File: src/rtl/intc_pkg.sv
package intc_pkg;

  localparam int DATA_W = 32;
  localparam int ADDR_W = 12;

  // register select inside one level group, from address bits 3:2
  typedef enum logic [1:0] {
    SEL_STA = 2'd0,
    SEL_SIG = 2'd1,
    SEL_EN  = 2'd2,
    SEL_CLR = 2'd3
  } reg_sel_e;

  typedef struct packed {
    logic     lvl_n;   // normal level group hit
    logic     lvl_f;   // fast level group hit
    logic     prog;    // programming register hit
    reg_sel_e sel;
  } dec_t;

endpackage

File: src/rtl/intc_decode.sv
module intc_decode
  import intc_pkg::*;
#(
  parameter int              AW        = 12,
  parameter logic [AW-1:0]   BASE_N    = 12'h000,
  parameter logic [AW-1:0]   BASE_F    = 12'h100,
  parameter logic [AW-1:0]   PROG_ADDR = 12'h010
) (
  input  logic [AW-1:0] addr,
  output dec_t          dec
);

  localparam int GRP_LSB = 4;

  logic aligned;

  always_comb begin
    aligned   = (addr[1:0] == 2'b00);
    dec.lvl_n = aligned && (addr[AW-1:GRP_LSB] == BASE_N[AW-1:GRP_LSB]);
    dec.lvl_f = aligned && (addr[AW-1:GRP_LSB] == BASE_F[AW-1:GRP_LSB]);
    dec.prog  = (addr == PROG_ADDR);
    dec.sel   = reg_sel_e'(addr[3:2]);
  end

endmodule

File: src/rtl/intc_level.sv
module intc_level #(
  parameter int DW           = 32,
  parameter bit SELF_CASCADE = 1'b0
) (
  input  logic          clk,
  input  logic          rst,
  input  logic [DW-1:1] src_hi,     // sampled sources, bit 0 position excluded
  input  logic          prog,       // programmed interrupt on bit 1
  input  logic          cascade_i,  // bit 0 value when not self-cascaded
  input  logic [DW-1:0] wdata,
  input  logic          en_we,      // set bits of own mask
  input  logic          clr_we,     // clear bits of own mask
  input  logic          kill_we,    // other level set its mask: clear same bits here
  output logic [DW-1:0] sig_o,
  output logic [DW-1:0] en_o,
  output logic [DW-1:0] sta_o,
  output logic          any_o       // OR of status bits DW-1..1
);

  logic [DW-1:1] sig_hi;
  logic [DW-1:1] sta_hi;
  logic [DW-1:0] en_q;
  logic          bit0;
  logic          unused_cascade;

  assign unused_cascade = cascade_i;

  // upper signal bits; programmed interrupt merges onto bit 1
  generate
    for (genvar i = 1; i < DW; i++) begin : g_sig
      if (i == 1) begin : g_prog
        assign sig_hi[i] = src_hi[i] | prog;
        assign sta_hi[i] = (src_hi[i] & en_q[i]) | prog;
      end else begin : g_plain
        assign sig_hi[i] = src_hi[i];
        assign sta_hi[i] = src_hi[i] & en_q[i];
      end
    end
  endgenerate

  assign any_o = |sta_hi;

  generate
    if (SELF_CASCADE) begin : g_self
      assign bit0 = any_o;
    end else begin : g_ext
      assign bit0 = cascade_i;
    end
  endgenerate

  assign sig_o = {sig_hi, bit0};
  assign sta_o = {sta_hi, bit0 & en_q[0]};
  assign en_o  = en_q;

  always_ff @(posedge clk) begin
    if (rst) begin
      en_q <= '0;
    end else if (en_we) begin
      en_q <= en_q | wdata;
    end else if (clr_we) begin
      en_q <= en_q & ~wdata;
    end else if (kill_we) begin
      en_q <= en_q & ~wdata;
    end
  end

  // bits written as 1 to the enable register are set afterwards
  p_en_set_r2: assert property (@(posedge clk) disable iff (rst)
    $past(en_we) |-> ((en_q & $past(wdata)) == $past(wdata)));

  // without a clear or cross-level write, no enable bit falls
  p_en_sticky_r2: assert property (@(posedge clk) disable iff (rst)
    (!$past(clr_we) && !$past(kill_we)) |-> (($past(en_q) & ~en_q) == '0));

  // bits named in a clear write are 0 afterwards
  p_clr_r3: assert property (@(posedge clk) disable iff (rst)
    ($past(clr_we) && !$past(en_we)) |-> ((en_q & $past(wdata)) == '0));

  // the other level's set write removes the same bits here
  p_kill_r4: assert property (@(posedge clk) disable iff (rst)
    ($past(kill_we) && !$past(en_we)) |-> ((en_q & $past(wdata)) == '0));

endmodule

File: src/rtl/intc_prog.sv
module intc_prog #(
  parameter int DW      = 32,
  parameter int BIT_N   = 1,
  parameter int BIT_F   = 2
) (
  input  logic          clk,
  input  logic          rst,
  input  logic          we,
  input  logic [DW-1:0] wdata,
  output logic          prog_n,
  output logic          prog_f
);

  logic [DW-1:0] unused_wdata;

  assign unused_wdata = wdata;

  always_ff @(posedge clk) begin
    if (rst) begin
      prog_n <= 1'b0;
      prog_f <= 1'b0;
    end else if (we) begin
      prog_n <= wdata[BIT_N];
      prog_f <= wdata[BIT_F];
    end
  end

  // a programming write loads both request bits, zeros included
  p_prog_load_r8: assert property (@(posedge clk) disable iff (rst)
    $past(we) |-> (prog_f == $past(wdata[BIT_F]) && prog_n == $past(wdata[BIT_N])));

endmodule

File: src/rtl/intc_rdmux.sv
module intc_rdmux
  import intc_pkg::*;
#(
  parameter int DW = 32
) (
  input  logic          clk,
  input  logic          rst,
  input  dec_t          dec,
  input  logic [DW-1:0] sig_n,
  input  logic [DW-1:0] en_n,
  input  logic [DW-1:0] sta_n,
  input  logic [DW-1:0] sig_f,
  input  logic [DW-1:0] en_f,
  input  logic [DW-1:0] sta_f,
  output logic [DW-1:0] rdata
);

  logic [DW-1:0] sel_n;
  logic [DW-1:0] sel_f;
  logic [DW-1:0] nxt;

  always_comb begin
    unique case (dec.sel)
      SEL_STA: begin sel_n = sta_n; sel_f = sta_f; end
      SEL_SIG: begin sel_n = sig_n; sel_f = sig_f; end
      SEL_EN:  begin sel_n = en_n;  sel_f = en_f;  end
      default: begin sel_n = '0;    sel_f = '0;    end
    endcase
    if (dec.lvl_n)      nxt = sel_n;
    else if (dec.lvl_f) nxt = sel_f;
    else                nxt = '0;
  end

  always_ff @(posedge clk) begin
    if (rst) rdata <= '0;
    else     rdata <= nxt;
  end

  // write-only and unmapped locations return zero
  p_wo_zero_r9: assert property (@(posedge clk) disable iff (rst)
    ($past(dec.sel == SEL_CLR) || !($past(dec.lvl_n) || $past(dec.lvl_f))) |-> (rdata == '0));

endmodule

File: src/rtl/dual_intc.sv
module dual_intc
  import intc_pkg::*;
#(
  parameter int            DW        = intc_pkg::DATA_W,
  parameter int            AW        = intc_pkg::ADDR_W,
  parameter int            NSRC      = 32,
  parameter logic [AW-1:0] BASE_N    = 12'h000,
  parameter logic [AW-1:0] BASE_F    = 12'h100,
  parameter logic [AW-1:0] PROG_ADDR = 12'h010
) (
  input  logic          clk,
  input  logic          rst,
  input  logic [AW-1:0] addr_i,
  input  logic          we_i,
  input  logic [DW-1:0] wdata_i,
  output logic [DW-1:0] rdata_o,
  input  logic [NSRC-1:0] src_i,
  output logic          irq_o,
  output logic          fiq_o
);

  dec_t          dec;
  logic [DW-1:1] src_q;
  logic          unused_src0;
  logic          unused_any_n;

  logic          we_en_n, we_en_f, we_clr_n, we_clr_f, we_prog;
  logic          prog_n, prog_f;
  logic [DW-1:0] sig_n, en_n, sta_n;
  logic [DW-1:0] sig_f, en_f, sta_f;
  logic          any_f;

  assign unused_src0 = src_i[0];

  intc_decode #(
    .AW(AW), .BASE_N(BASE_N), .BASE_F(BASE_F), .PROG_ADDR(PROG_ADDR)
  ) u_dec (
    .addr (addr_i),
    .dec  (dec)
  );

  assign we_en_n  = we_i && dec.lvl_n && (dec.sel == SEL_EN);
  assign we_en_f  = we_i && dec.lvl_f && (dec.sel == SEL_EN);
  assign we_clr_n = we_i && dec.lvl_n && (dec.sel == SEL_CLR);
  assign we_clr_f = we_i && dec.lvl_f && (dec.sel == SEL_CLR);
  assign we_prog  = we_i && dec.prog;

  // sample sources; positions without a source stay 0
  generate
    for (genvar i = 1; i < DW; i++) begin : g_src
      if (i < NSRC) begin : g_live
        always_ff @(posedge clk) begin
          if (rst) src_q[i] <= 1'b0;
          else     src_q[i] <= src_i[i];
        end
      end else begin : g_tied
        assign src_q[i] = 1'b0;
      end
    end
  endgenerate

  intc_prog #(.DW(DW)) u_prog (
    .clk    (clk),
    .rst    (rst),
    .we     (we_prog),
    .wdata  (wdata_i),
    .prog_n (prog_n),
    .prog_f (prog_f)
  );

  intc_level #(.DW(DW), .SELF_CASCADE(1'b1)) u_lvl_f (
    .clk       (clk),
    .rst       (rst),
    .src_hi    (src_q),
    .prog      (prog_f),
    .cascade_i (1'b0),
    .wdata     (wdata_i),
    .en_we     (we_en_f),
    .clr_we    (we_clr_f),
    .kill_we   (we_en_n),
    .sig_o     (sig_f),
    .en_o      (en_f),
    .sta_o     (sta_f),
    .any_o     (any_f)
  );

  intc_level #(.DW(DW), .SELF_CASCADE(1'b0)) u_lvl_n (
    .clk       (clk),
    .rst       (rst),
    .src_hi    (src_q),
    .prog      (prog_n),
    .cascade_i (any_f),
    .wdata     (wdata_i),
    .en_we     (we_en_n),
    .clr_we    (we_clr_n),
    .kill_we   (we_en_f),
    .sig_o     (sig_n),
    .en_o      (en_n),
    .sta_o     (sta_n),
    .any_o     (unused_any_n)
  );

  intc_rdmux #(.DW(DW)) u_rd (
    .clk   (clk),
    .rst   (rst),
    .dec   (dec),
    .sig_n (sig_n),
    .en_n  (en_n),
    .sta_n (sta_n),
    .sig_f (sig_f),
    .en_f  (en_f),
    .sta_f (sta_f),
    .rdata (rdata_o)
  );

  always_ff @(posedge clk) begin
    if (rst) begin
      irq_o <= 1'b0;
      fiq_o <= 1'b0;
    end else begin
      irq_o <= |sta_n;
      fiq_o <= any_f;
    end
  end

  // no source enabled on both levels
  p_excl_r4: assert property (@(posedge clk) disable iff (rst)
    ((en_n & en_f) == '0));

  // a fast request needs a fast enable or a programmed fast interrupt
  p_fiq_src_r6: assert property (@(posedge clk) disable iff (rst)
    fiq_o |-> ($past(en_f) != '0 || $past(prog_f)));

  // a normal request needs a normal enable or a programmed normal interrupt
  p_irq_src_r7: assert property (@(posedge clk) disable iff (rst)
    irq_o |-> ($past(en_n) != '0 || $past(prog_n)));

  // a programmed fast interrupt raises the fast line regardless of masks
  p_prog_nomask_r8: assert property (@(posedge clk) disable iff (rst)
    prog_f |=> fiq_o);

endmodule

File: config.mk
export PLATFORM = sky130hd
export DESIGN_NAME = dual_intc
export DESIGN_NICKNAME = d
export VERILOG_FILES = /design/src/rtl/intc_pkg.sv /design/src/rtl/intc_decode.sv /design/src/rtl/intc_level.sv /design/src/rtl/intc_prog.sv /design/src/rtl/intc_rdmux.sv /design/src/rtl/dual_intc.sv
export SDC_FILE = /design/constraint.sdc
export NUM_CORES = 1
export LEC_CHECK = 0
export BUFFER_PORTS_ARGS = -buffer_cell sky130_fd_sc_hd__buf_2
export CAP_MARGIN = 20
export CORE_AREA = 2 2 82 123
export CTS_BUF_LIST = sky130_fd_sc_hd__clkbuf_4
export CTS_CLUSTER_SIZE = 24
export DETAILED_ROUTE_END_ITERATION = 8
export DIE_AREA = 0 0 84 125
export PLACE_DENSITY = 0.79
export SYNTH_ARGS = -nofsm -noshare
export SYNTH_HDL_FRONTEND = slang
export SYNTH_SLANG_ARGS = --single-unit
export TNS_END_PERCENT = 5
File: constraint.sdc
create_clock -name clk -period 2.3 [get_ports clk]
set_input_delay 0 -clock clk [delete_from_list [all_inputs] [get_ports clk]]
set_output_delay 0 -clock clk [all_outputs]
set_load 0.1 [all_outputs]
==> impl_results.md <==
- Status: finished, final reports clean
- Final Cell Area: 6840 sq um
- Yosys warnings: 0
- Core ar.: 9520 sq um
- Maximum VDD drop: just under 0.4 mV
- Root buf cell: clkbuf_4
- Setup TNS: 0 ps
- Delay-heaviest family, CP: buffers and inverters
- Max incr delay on CP: ~600 ps
- Initial DRC Count: 882
- Clk sinks: about 130
- First-pass GRT wire length: 27,000 um
- Post-synthesis xor/xnor area fraction: 0
- Most used cell, CP: dlygate4sd3_1
- CTS tree: built
- Final core occ: 0.718
- Die footprint: 10,500 sq um
- Setup crit end kind: flip-flop
- Final Cycle Share: 0.959
- Rows: 44
- Global Route Usage Sum: 0.323
- # nets final: 782
- Reg area: 2620 sq um
- Avg Inst Size Synth: 9.62 sq um
- Die H: roughly 130 um
- Total power: 4050 uW
- Largest net degree at the start of global routing: 93
- Overflow after GRT: 0
- Worst EP arrival: 2670 ps
- Gp weighted congestion: around 0.93
- Synth top area cells: dfxtp_1 52%, a311oi_1 10%, a31oi_1 7.4%
- Combinational share of power: 0.094
- Area of the multi-input gates: ~2200 sq um
- Count of antenna-violating nets left after detailed routing: 0
- Starting density of the core: 0.529
- Pint: 3030 uW
- CP max FO: 30
- Synthesized-area fraction occupied by adder cells: 0
- Number of port buffers: 111
- Syn_nets: 603
- Slew of the pin with the lowest slew margin: 567 ps
- Vias: approximately 5,500
- Simple-gate share of the synthesized area: 0.141
- Final setup fails: 0
- Setup slack at placement: 422 ps
- Total CTS buffers: 17
- Layout area overhead: 35.6%
- Worst Setup Start Kind: input pin
- Routed wire length: 17,100 um
- Fillcell total: 688
- Worst Skew: approximately 13 ps
- Vias per inst: 6.56
- Slew headroom: 0.622
- Final min period: ~2200 ps
- Detailed placer's ending HPWL: around 10,000 um
- Crit Path Category: input pin to flip-flop
- Leading area contributor after synthesis: dfxtp_1
- Seq pwr share: 0.576
- Die X: 84 um
- Reg clk slew, reported paths: 110 ps
- Beginning of the worst hold path: addr_i[1]
- Post-synth cell types: 33
- Yosys top cell area share: 0.520
- Net switching power: 1020 uW
- Final Hold Violating Endpoints: 0
- CP startpoint: addr_i[6]
- Worst path cell trace: dlygate4sd3_1 > buf_2 > nor4_2 > nand4_1 > buf_4 > nor2_2 > buf_12 > a31oi_1 > a311oi_1 > dlygate4sd3_1
- HP Class: input pin to flip-flop
- PD cells: 592 nW/um^2
- P_leak: 0.00270 uW
- Required time of the critical path: 2770 ps
- Sw Share: 0.253
- Wirelength per Cell: 20.6 um
- Remaining DRCs: 0
- Critical R2R Launch: src_q[28]$_SDFF_PP0_
- First-pass DRT Iterations: 6
- Slowest cell on crit path: dlygate4sd3_1
- Seq/Total Area, Yosys: 0.520
- Top Ports: 113
- CTS Buffer Depth: 2
- Fmax: 453 MHz
- ANT cells: 0
- Post-synthesis mux area share: 0.0109
- Slew Viols, Final: 0
- H-Tree Depth: 4
- Synth Area in Compound Gates: 0.285
- Critical path buffers and inverters: 5
- Initial antenna violation count: 0
- Clock share of power: 0.329
- Setup ws final: between 90 and 100 ps
- Synth Register Bits: 131
- Post-Syn Area: just over 5000 sq um
- Syn Inst Count: about 520
- Clk Latency, worst-skew pair: 520 ps
- Vias in the first global route: 5,311
- Layout cells sized above 1: 0.223
- RSZ-0062 raised after global routing: no
- Max Cap Viol: 0
- Main combinational cell family by area after synthesis: compound AO/OA/AOI/OAI gates
- DP Area: between 5000 and 6000 sq um
layer usage:
layer,up-vias,wire length [um],global-route usage
met4,0,1080,0.201
li1,2427,-,-
met1,2541,6270,0.378
met3,96,1500,0.0733
met5,-,0,0
met2,387,8240,0.533
power groups by stage:
stage | logic, uW | clock network, uW | registers (uW)
final | 382 | 1330 | 2330
after global routing | 409 | 1450 | 2340
after CTS | 366 | 1340 | 2330
after detailed placement | 260 | 0 | 2380
after global placement | 252 | 0 | 2380
after floorplan | 134 | 0 | 2370
cells by family (layout without fill, tap and decap cells):
kind of cell | count (synthesis) | count (layout)
AO/OA/AOI/OAI | 197 | 197
AND/OR/NAND/NOR | 136 | 136
flip-flops | 131 | 131
buffers and inverters | 55 | 247
multiplexers | 5 | 5
worst paths after layout:
check,slack [ps],to,cells past startpoint
hold / removal,40,u_rd.rdata[2]$_SDFF_PP0_,5
setup reg to reg,390,irq_o$_SDFF_PP0_,5
hold reg to reg,520,u_rd.rdata[19]$_SDFF_PP0_,2
setup / recovery,90,flip-flop,10
timing repair:
| item | 4_1_cts | 5_1_grt |
|---|---|---|
| hold endpoints to repair | 104 | 0 |
| hold buffers | 87 | 0 |
| setup endpoints to repair | 0 | 4 |
| gates resized for setup | 0 | 2 |
| setup buffers | 0 | 2 |
cells in the mapped netlist:
library cell  instances
a211oi_1              2
a21oi_1               9
a221oi_1              8
a22o_1                8
a22oi_1              14
a311oi_1             60
a31o_2                1
a31oi_1              60
and2_1                2
and4_1                1
buf_2                 6
clkbuf_1             45
dfxtp_1             131
inv_1                 4
mux2_4                1
mux2i_1               4
nand2_1               3
nand2b_2              1
nand3_1               7
nand4_1               8
nor2_1               43
nor2b_1              32
nor3_1               31
nor3_4                1
nor4_1                2
o211ai_1              1
o21ai_0               4
o221a_1               1
o22ai_1              28
o31a_1                1
or3_1                 1
or4_1                 3
or4_4                 1
area by class of cell:
| type | instances | share of cell area |
|---|---|---|
| sequential | 131 | 0.384 |
| multi-input combinational | 338 | 0.324 |
| timing repair buffer | 211 | 0.234 |
| tap | 115 | 0.0210 |
| clock buffer | 19 | 0.0209 |
| clock inverter | 13 | 0.0137 |
| inverter | 4 | 0.00220 |
through the flow:
stage / instances / hold slack, ps
after floorplan: 524 / 117
after global routing: 831 / 36.1
after CTS: 829 / 3.09
after global placement: 710 / 211
after detailed placement: 710 / 212
final: 831 / 42.9
cell usage in the layout (no fill, tap or decap), types with 5 or more instances in the layout:
cell type,Yosys,layout
a221oi_1,8,8
a31oi_1,60,60
clkinv_2,0,5
dlygate4sd3_1,0,87
buf_2,6,110
nor2_1,43,42
o22ai_1,28,28
a311oi_1,60,60
clkbuf_4,0,19
nand3_1,7,7
nand4_1,8,8
buf_12,0,6
nor2b_1,32,32
buf_4,0,8
nor3_1,31,30
a22oi_1,14,14
a21oi_1,9,9
dfxtp_1,131,131
a22o_1,8,8
worst register-to-register path, delay by kind of cell (launching register included):
family / cells / cell delay, ps
flops: 1 / 350
compound gates: 3 / 760
simple gates: 2 / 700
Power figures use the tool's default switching activity.
